===== src/rtl/alu64_pkg.sv =====
package alu64_pkg;

    localparam int OPC_W = 4;

    typedef enum logic [OPC_W-1:0] {
        OP_ADD  = 4'b0001,
        OP_SUB  = 4'b0010,
        OP_SLT  = 4'b1011,
        OP_SHR  = 4'b1110,
        OP_SHL  = 4'b1100,
        OP_RSVD = 4'b1000
    } alu_op_e;

    typedef struct packed {
        logic add;
        logic sub;
        logic slt;
        logic shr;
        logic shl;
        logic bad;
    } alu_sel_t;

endpackage


===== src/rtl/alu64_decode.sv =====
module alu64_decode
    import alu64_pkg::*;
(
    input  logic [OPC_W-1:0] opcode,
    output alu_sel_t         sel
);

    always_comb begin
        sel = '0;
        unique case (opcode)
            OP_ADD:  sel.add = 1'b1;
            OP_SUB:  sel.sub = 1'b1;
            OP_SLT:  sel.slt = 1'b1;
            OP_SHR:  sel.shr = 1'b1;
            OP_SHL:  sel.shl = 1'b1;
            OP_RSVD: sel.bad = 1'b1;
            default: sel.bad = 1'b1;
        endcase
    end

    // exactly one selector per opcode
    always_comb begin
        a_r7_one_select: assert ($countones(sel) == 1);
    end

endmodule


===== src/rtl/alu64_addsub.sv =====
module alu64_addsub #(
    parameter int DATA_W = 64
) (
    input  logic [DATA_W-1:0] lhs,
    input  logic [DATA_W-1:0] rhs,
    input  logic              do_sub,
    output logic [DATA_W-1:0] sum,
    output logic              lt_signed
);

    logic [DATA_W-1:0] rhs_eff;
    logic              lhs_neg;
    logic              rhs_neg;

    assign rhs_eff = rhs ^ {DATA_W{do_sub}};
    assign sum     = lhs + rhs_eff + {{(DATA_W-1){1'b0}}, do_sub};
    assign lhs_neg = lhs[DATA_W-1];
    assign rhs_neg = rhs[DATA_W-1];

    // signs differ: the negative one is smaller; else difference sign decides
    always_comb begin
        if (lhs_neg != rhs_neg) lt_signed = lhs_neg;
        else                    lt_signed = sum[DATA_W-1];
    end

endmodule


===== src/rtl/alu64_shift.sv =====
module alu64_shift #(
    parameter int DATA_W = 64,
    localparam int SH_W  = $clog2(DATA_W)
) (
    input  logic [DATA_W-1:0] src,
    input  logic [SH_W-1:0]   amount,
    input  logic              to_left,
    output logic [DATA_W-1:0] dst
);

    logic [DATA_W-1:0] src_rev;
    logic [DATA_W-1:0] out_rev;
    logic [DATA_W-1:0] stage [0:SH_W];

    genvar j;
    generate
        for (j = 0; j < DATA_W; j++) begin : g_rev
            assign src_rev[j] = src[DATA_W-1-j];
            assign out_rev[j] = stage[SH_W][DATA_W-1-j];
        end
    endgenerate

    assign stage[0] = to_left ? src_rev : src;

    genvar i;
    generate
        for (i = 0; i < SH_W; i++) begin : g_stage
            assign stage[i+1] = amount[i] ? (stage[i] >> (2 ** i)) : stage[i];
        end
    endgenerate

    assign dst = to_left ? out_rev : stage[SH_W];

endmodule


===== src/rtl/alu64_core.sv =====
module alu64_core
    import alu64_pkg::*;
#(
    parameter int DATA_W  = 64,
    parameter bit REG_OUT = 1'b1,
    localparam int SH_W   = $clog2(DATA_W)
) (
    input  logic              clk,
    input  logic              rst_n,
    input  logic [DATA_W-1:0] op_a,
    input  logic [DATA_W-1:0] op_b,
    input  logic [OPC_W-1:0]  opcode,
    input  logic [SH_W-1:0]   shamt,
    output logic [DATA_W-1:0] result,
    output logic              illegal_op
);

    alu_sel_t          sel;
    logic [DATA_W-1:0] arith;
    logic              lt_flag;
    logic [DATA_W-1:0] shifted;
    logic [DATA_W-1:0] res_next;
    logic              ill_next;

    alu64_decode u_decode (
        .opcode (opcode),
        .sel    (sel)
    );

    alu64_addsub #(.DATA_W(DATA_W)) u_addsub (
        .lhs       (op_a),
        .rhs       (op_b),
        .do_sub    (sel.sub | sel.slt),
        .sum       (arith),
        .lt_signed (lt_flag)
    );

    alu64_shift #(.DATA_W(DATA_W)) u_shift (
        .src     (op_a),
        .amount  (shamt),
        .to_left (sel.shl),
        .dst     (shifted)
    );

    always_comb begin
        res_next = '0;
        ill_next = sel.bad;
        if (sel.add || sel.sub)      res_next = arith;
        else if (sel.slt)            res_next = {{(DATA_W-1){1'b0}}, lt_flag};
        else if (sel.shr || sel.shl) res_next = shifted;
    end

    logic primed;

    generate
        if (REG_OUT) begin : g_reg
            always_ff @(posedge clk or negedge rst_n) begin
                if (!rst_n) begin
                    result     <= '0;
                    illegal_op <= 1'b0;
                    primed     <= 1'b0;
                end else begin
                    result     <= res_next;
                    illegal_op <= ill_next;
                    primed     <= 1'b1;
                end
            end

            a_r1_add_wraps: assert property (@(posedge clk) disable iff (!rst_n)
                (primed && $past(opcode) == OP_ADD) |-> result == $past(op_a) + $past(op_b));
            a_r2_sub_wraps: assert property (@(posedge clk) disable iff (!rst_n)
                (primed && $past(opcode) == OP_SUB) |-> result == $past(op_a) - $past(op_b));
            a_r3_slt_word: assert property (@(posedge clk) disable iff (!rst_n)
                (primed && $past(opcode) == OP_SLT) |-> result[DATA_W-1:1] == '0);
            a_r4_shr_zero_fill: assert property (@(posedge clk) disable iff (!rst_n)
                (primed && $past(opcode) == OP_SHR && $past(shamt) != '0) |-> !result[DATA_W-1]);
            a_r5_shl_zero_fill: assert property (@(posedge clk) disable iff (!rst_n)
                (primed && $past(opcode) == OP_SHL && $past(shamt) != '0) |-> !result[0]);
            a_r6_reserved: assert property (@(posedge clk) disable iff (!rst_n)
                (primed && $past(opcode) == OP_RSVD) |-> (illegal_op && result == '0));
        end else begin : g_comb
            assign result     = res_next;
            assign illegal_op = ill_next;
            assign primed     = 1'b1;
        end
    endgenerate

    a_r7_illegal_zero: assert property (@(posedge clk) disable iff (!rst_n)
        illegal_op |-> result == '0);

endmodule


===== config.mk =====
export PLATFORM = sky130hd
export DESIGN_NAME = alu64_core
export DESIGN_NICKNAME = d
export VERILOG_FILES = /design/src/rtl/alu64_pkg.sv /design/src/rtl/alu64_decode.sv /design/src/rtl/alu64_addsub.sv /design/src/rtl/alu64_shift.sv /design/src/rtl/alu64_core.sv
export SDC_FILE = /design/constraint.sdc
export NUM_CORES = 1
export LEC_CHECK = 0
export BUFFER_PORTS_ARGS = -buffer_cell sky130_fd_sc_hd__buf_4
export CAP_MARGIN = 10
export CELL_PAD_IN_SITES_DETAIL_PLACEMENT = 1
export CELL_PAD_IN_SITES_GLOBAL_PLACEMENT = 1
export CORE_MARGIN = 2
export CORE_UTILIZATION = 43
export CTS_BUF_LIST = sky130_fd_sc_hd__clkbuf_2 sky130_fd_sc_hd__clkbuf_4 sky130_fd_sc_hd__clkbuf_8
export DETAILED_ROUTE_END_ITERATION = 8
export HOLD_SLACK_MARGIN = 0.15
export PLACE_DENSITY = 0.82
export SYNTH_ARGS = -nofsm -noshare
export SYNTH_HDL_FRONTEND = slang
export SYNTH_HIERARCHICAL = 1
export SYNTH_SLANG_ARGS = --single-unit

===== constraint.sdc =====
create_clock -name clk -period 0.8 [get_ports clk]
set_clock_uncertainty 0.15 [all_clocks]
set_input_delay 0.04 -clock clk [delete_from_list [all_inputs] [get_ports clk]]
set_output_delay 0.04 -clock clk [all_outputs]
set_load 0.01 [all_outputs]

==> impl_summary.log, run 1 <==
INFO  metric run_status = aborted with a tool error
INFO  metric stop_stage = 4_1_cts
INFO  metric flow.first_error = [ERROR DPL-0033] detailed placement checks failed during check placement.
INFO  metric yosysSeqAreaShare = 12.6%
INFO  metric yosys.area.top_type = mux4_2
INFO  metric cts-hold-fix-buffers = 1
INFO  metric cts_buffers = 9
INFO  metric starting_density_of_the_core = 43.6%
INFO  metric syn_inst = 1,460
INFO  metric cell_area_after_technology_mapping = 0.0129 sq mm
INFO  metric hpwlAfterDp = 67,500 um
INFO  metric cts.root.buffer_cell = clkbuf_8
INFO  metric cts.repair.resized = 395
INFO  metric synthFlopType = dfrtp_1
INFO  metric synth_fp_nets = 1,663
INFO  metric port_buffers = 204
INFO  metric yosys_warnings = 6
INFO  metric sink_count = 65
INFO  metric gp_routability_congestion = 1.06
INFO  metric synth_top_cell_area_share = 16.6%
INFO  metric floorplan.die.width = 177 um
INFO  metric cts-root-to-sink-buffers = 2
INFO  metric synth_edf_count = 0
INFO  metric avgSynthCellArea = 8.84 sq um
INFO  metric floorplan.io_pins = 205
INFO  metric post_cts.repair.setup_buffers = 62
INFO  metric synth_async_sr_flop_share = 100%
INFO  metric htree_num_levels = 3
INFO  metric post_synth_main_area_contributors = mux4_2 17%, dfrtp_1 13%, ha_1 6.0%
INFO  metric core.rowCount = 63
INFO  metric yosys.cell_types.count = 98
INFO  metric die_height = 177 um
INFO  metric ys_ff_latch = 65
synth_stat cells, drive strengths merged, types with 5 or more instances:
library cell  number
nor2              73
and3               8
a21oi            105
or2                8
a31oi             16
o21ai             65
ha                62
xor2              86
mux4              95
o21bai            16
o211ai            10
a211oi            16
o21a              13
o31ai             14
clkbuf            72
mux2              56
nand4             23
nand2            120
a221oi             7
buf               45
or3                8
a21o              36
nor3              28
o221ai            12
a22o              65
a211o              9
nand2b            11
o2bb2ai            6
nand3             40
dfrtp             65
inv               23
mux2i             73
a2bb2oi            7
o22ai             14
nor4               5
and2              18
a31o               7
nor2b             16
xnor2             38
cells by family after synthesis:
logic type | Yosys count | share of synthesized area, %
mux | 224 | 27.2
flops | 65 | 12.6
compound gates | 466 | 26.0
xor+xnor | 124 | 8.48
fa+ha+maj | 64 | 6.25
buf+inv | 143 | 5.16
simple gates | 374 | 14.3
metrics by stage:
step / cells / instance area [sq um] / TNS, ns / setup WS [ns] / hold WS [ns]
floorplan: 1460 / 13200 / -151.37 / -3.03 / -0.406
global placement: 2522 / 19200 / -192.60 / -3.68 / -0.148
detailed placement: 2522 / 19200 / -202.90 / -3.87 / -0.122
==> run 2, diff against run 1 <==
Settings changed: CELL_PAD_IN_SITES_DETAIL_PLACEMENT 1 to not set, CELL_PAD_IN_SITES_GLOBAL_PLACEMENT 1 to not set, CORE_UTILIZATION 43 to 28, CTS_BUF_LIST sky130_fd_sc_hd__clkbuf_2 sky130_fd_sc_hd__clkbuf_4 sky130_fd_sc_hd__clkbuf_8 to not set, HOLD_SLACK_MARGIN 0.15 to not set, PLACE_DENSITY 0.82 to not set, PLACE_DENSITY_LB_ADDON set to 0.15.
==> impl_summary.log, run 2 <==
INFO  metric run_status = finished, violations left
INFO  metric failed_checks = hold timing, setup timing
INFO  metric synthToLayoutAreaGrowth = 78.9%
INFO  metric detailedRoute.firstPassIterationCount = 5
INFO  metric starting_density_of_the_core = 28.4%
INFO  metric synth_top_cell_area_share = 16.6%
INFO  metric worst_setup_path_end_kind = flip-flop
INFO  metric gp_routability_congestion = 1.02
INFO  metric vias_in_the_first_global_route = 16,000
INFO  metric report.final.slew_viol_count = 0
INFO  metric antenna_violation_net_count_after_detailed_routing = 0
INFO  metric hpwlAfterDp = 61,900 um
INFO  metric yosys.cell_types.count = 98
INFO  metric yosysMostFrequentCell = nand2_1
INFO  metric nets = 2,454
INFO  metric max_slew.worst_pin.slew = 0.832 ns
INFO  metric design_power_total = 30.0 mW
INFO  metric holdPathStages = 3
INFO  metric layout_common_cells = 724 x buf_4, 138 x buf_6, 99 x nand2_1
INFO  metric die_area = 0.0478 sq mm
INFO  metric wl_per_cell = 25.9 um
INFO  metric finalSetupViolations = 129
INFO  metric floorplan.io_pins = 205
INFO  metric grt_max_degree = 52
INFO  metric design.core.area = 0.0455 sq mm
INFO  metric clk_transition_reported_paths = 0.06 ns
INFO  metric core.rowCount = 78
INFO  metric yosys.area.top_type = mux4_2
INFO  metric timing_hold_violations_final = 8
INFO  metric drv_cap = 0
INFO  metric cell_area_after_technology_mapping = 0.0129 sq mm
INFO  metric critical_path.startpoint = opcode[3]
INFO  metric final_min_period_over_clock_period = 478%
INFO  metric critPathMaxFanout = 7
INFO  metric post_synth_main_area_contributors = mux4_2 17%, dfrtp_1 13%, ha_1 6.0%
INFO  metric antenna_found_initial = 6
INFO  metric synth_fp_nets = 1,663
INFO  metric post_route_worst_setup_slack = -3.03 ns
INFO  metric leakage_power_total = 10.4 nW
INFO  metric final_layout_size_suffix_gt1_share = 59.4%
INFO  metric route.detailed.vias_per_inst = 5.54
INFO  metric ys_ff_latch = 65
INFO  metric synth_async_sr_flop_share = 100%
INFO  metric yosys-top-cells-count = 120 x nand2_1, 98 x a21oi_1, 95 x mux4_2, 86 x xor2_1, 73 x nor2_1
INFO  metric grt_overflow_total = 0
INFO  metric sink_count = 65
INFO  metric largest-register = result
INFO  metric synthFlopType = dfrtp_1
INFO  metric post-route-drc-count = 0
INFO  metric cts_buffers = 9
INFO  metric worst_ep_required_time = 0.89 ns
INFO  metric worstSetupPathType = in -> reg
INFO  metric synth_edf_count = 0
INFO  metric crit_path_end = result[52]$_DFF_PN0_
INFO  metric period_minus_slack = 3.83 ns
INFO  metric cts.root.buffer_cell = clkbuf_16
INFO  metric finalHoldWorstSlack = -0.153 ns
INFO  metric max_slew_margin = 44.5%
INFO  metric htree_num_levels = 3
INFO  metric worstPathArrival = 3.92 ns
INFO  metric rsz0062_at_grt = yes
INFO  metric power_density = 1300 mW/mm^2
INFO  metric detailroute.via_count = 15,800
INFO  metric detail_route.iter0.violations = 1,261
INFO  metric hold_path_class = in -> reg
INFO  metric yosysSeqAreaShare = 12.6%
INFO  metric setup-tns-final = -185.63 ns
INFO  metric global_route_usage_sum = 30.7%
INFO  metric die_height = 219 um
INFO  metric vdd_drop_max = 1.01 mV
INFO  metric max_fclk = 0.261 GHz
INFO  metric yosys_warnings = 6
INFO  metric routed_wl = 73,900 um
INFO  metric cts_tree = done
INFO  metric cts-hold-fix-buffers = 1
INFO  metric port_buffers = 204
INFO  metric cts-root-to-sink-buffers = 2
INFO  metric syn_inst = 1,460
INFO  metric floorplan.die.width = 219 um
INFO  metric largest_reg_flops = 64
INFO  metric reg.largest.list = result: 64 flops, illegal_op: 1 flops
INFO  metric avgSynthCellArea = 8.84 sq um
INFO  metric global_route_wire_length_before_repair = 107,000 um
INFO  metric worstSetupStartpointType = primary input
INFO  metric most_common_library_cell_in_the_layout_ignoring_fill_and_taps = buf_4
run 2: kinds of logic after synthesis:
kind of cell	synth area share, %
AOI/OAI and AO/OA	26.0
and+or+nand+nor	14.3
muxes	27.2
buffers and inverters	5.16
xor gates and xnor gates	8.48
DFF	12.6
adders and majority gates	6.25
run 2: critical path: stages:
cell	delay [ns]
buf_8	0.10
and4b_2	0.24
or2_4	0.30
buf_12	0.18
buf_12	0.15
xor2_1	0.14
ha_1	0.36
buf_6	0.12
nand4_1	0.17
nor4_4	0.42
nand2_2	0.11
nor3_4	0.30
o31ai_4	0.15
a2111oi_4	0.44
nor2_4	0.12
xnor2_1	0.14
buf_4	0.17
a22o_1	0.24
run 2: per-layer routing:
metal  GRT usage, %  share of wire [%]  vias up
met2           48.1                 45      556
li1               -                  -     7270
met5              0              0.018        -
met3           7.53                7.1       92
met4           10.3                3.2        2
met1           41.3                 44     7920
run 2: metrics by stage:
stage,instance area (sq um),std cells,utilization (%),setup WS (ns)
floorplan,13200,1460,-,-3.03
global placement,19600,2764,43.2,-3.86
detailed placement,19600,2764,43.2,-3.94
CTS,22300,2840,49.0,-2.96
global route,23100,2856,50.7,-3.13
finish,23100,2858,50.8,-3.03
run 2: worst min path at each step:
stage	start	end
after global placement	rst_n	result[20]$_DFF_PN0_
after floorplan	rst_n	illegal_op$_DFF_PN0_
after global routing	opcode[1]	illegal_op$_DFF_PN0_
final	opcode[1]	illegal_op$_DFF_PN0_
after detailed placement	rst_n	result[20]$_DFF_PN0_
after CTS	opcode[1]	illegal_op$_DFF_PN0_
run 2: cell type report:
| cell class | instances | area (sq um) |
|---|---|---|
| clock inverter | 7 | 55.1 |
| sequential | 65 | 1630 |
| tap | 600 | 751 |
| timing repair buffer | 897 | 7680 |
| inverter | 26 | 97.6 |
| antenna | 2 | 5.00 |
| clock buffer | 9 | 225 |
| multi-input combinational | 1252 | 12600 |
| fill | 4323 | 22400 |
run 2: report_power, final:
group	internal, mW	leakage, nW	switching, mW
Combinational	11.1	9.42	11.3
Sequential	3.57	0.879	0.157
Clock	2.12	0.132	1.67
run 2: timing repair:
| action | 4_1_cts | 5_1_grt |
|---|---|---|
| gates cloned | 5 | 0 |
| resized for setup | 372 | 131 |
| endpoints found under the setup margin | 129 | 129 |
| hold endpoints to repair | 66 | 8 |
| pin swaps | 155 | 109 |
| buffers inserted | 75 | 29 |
(Power assumes the default switching activity.)
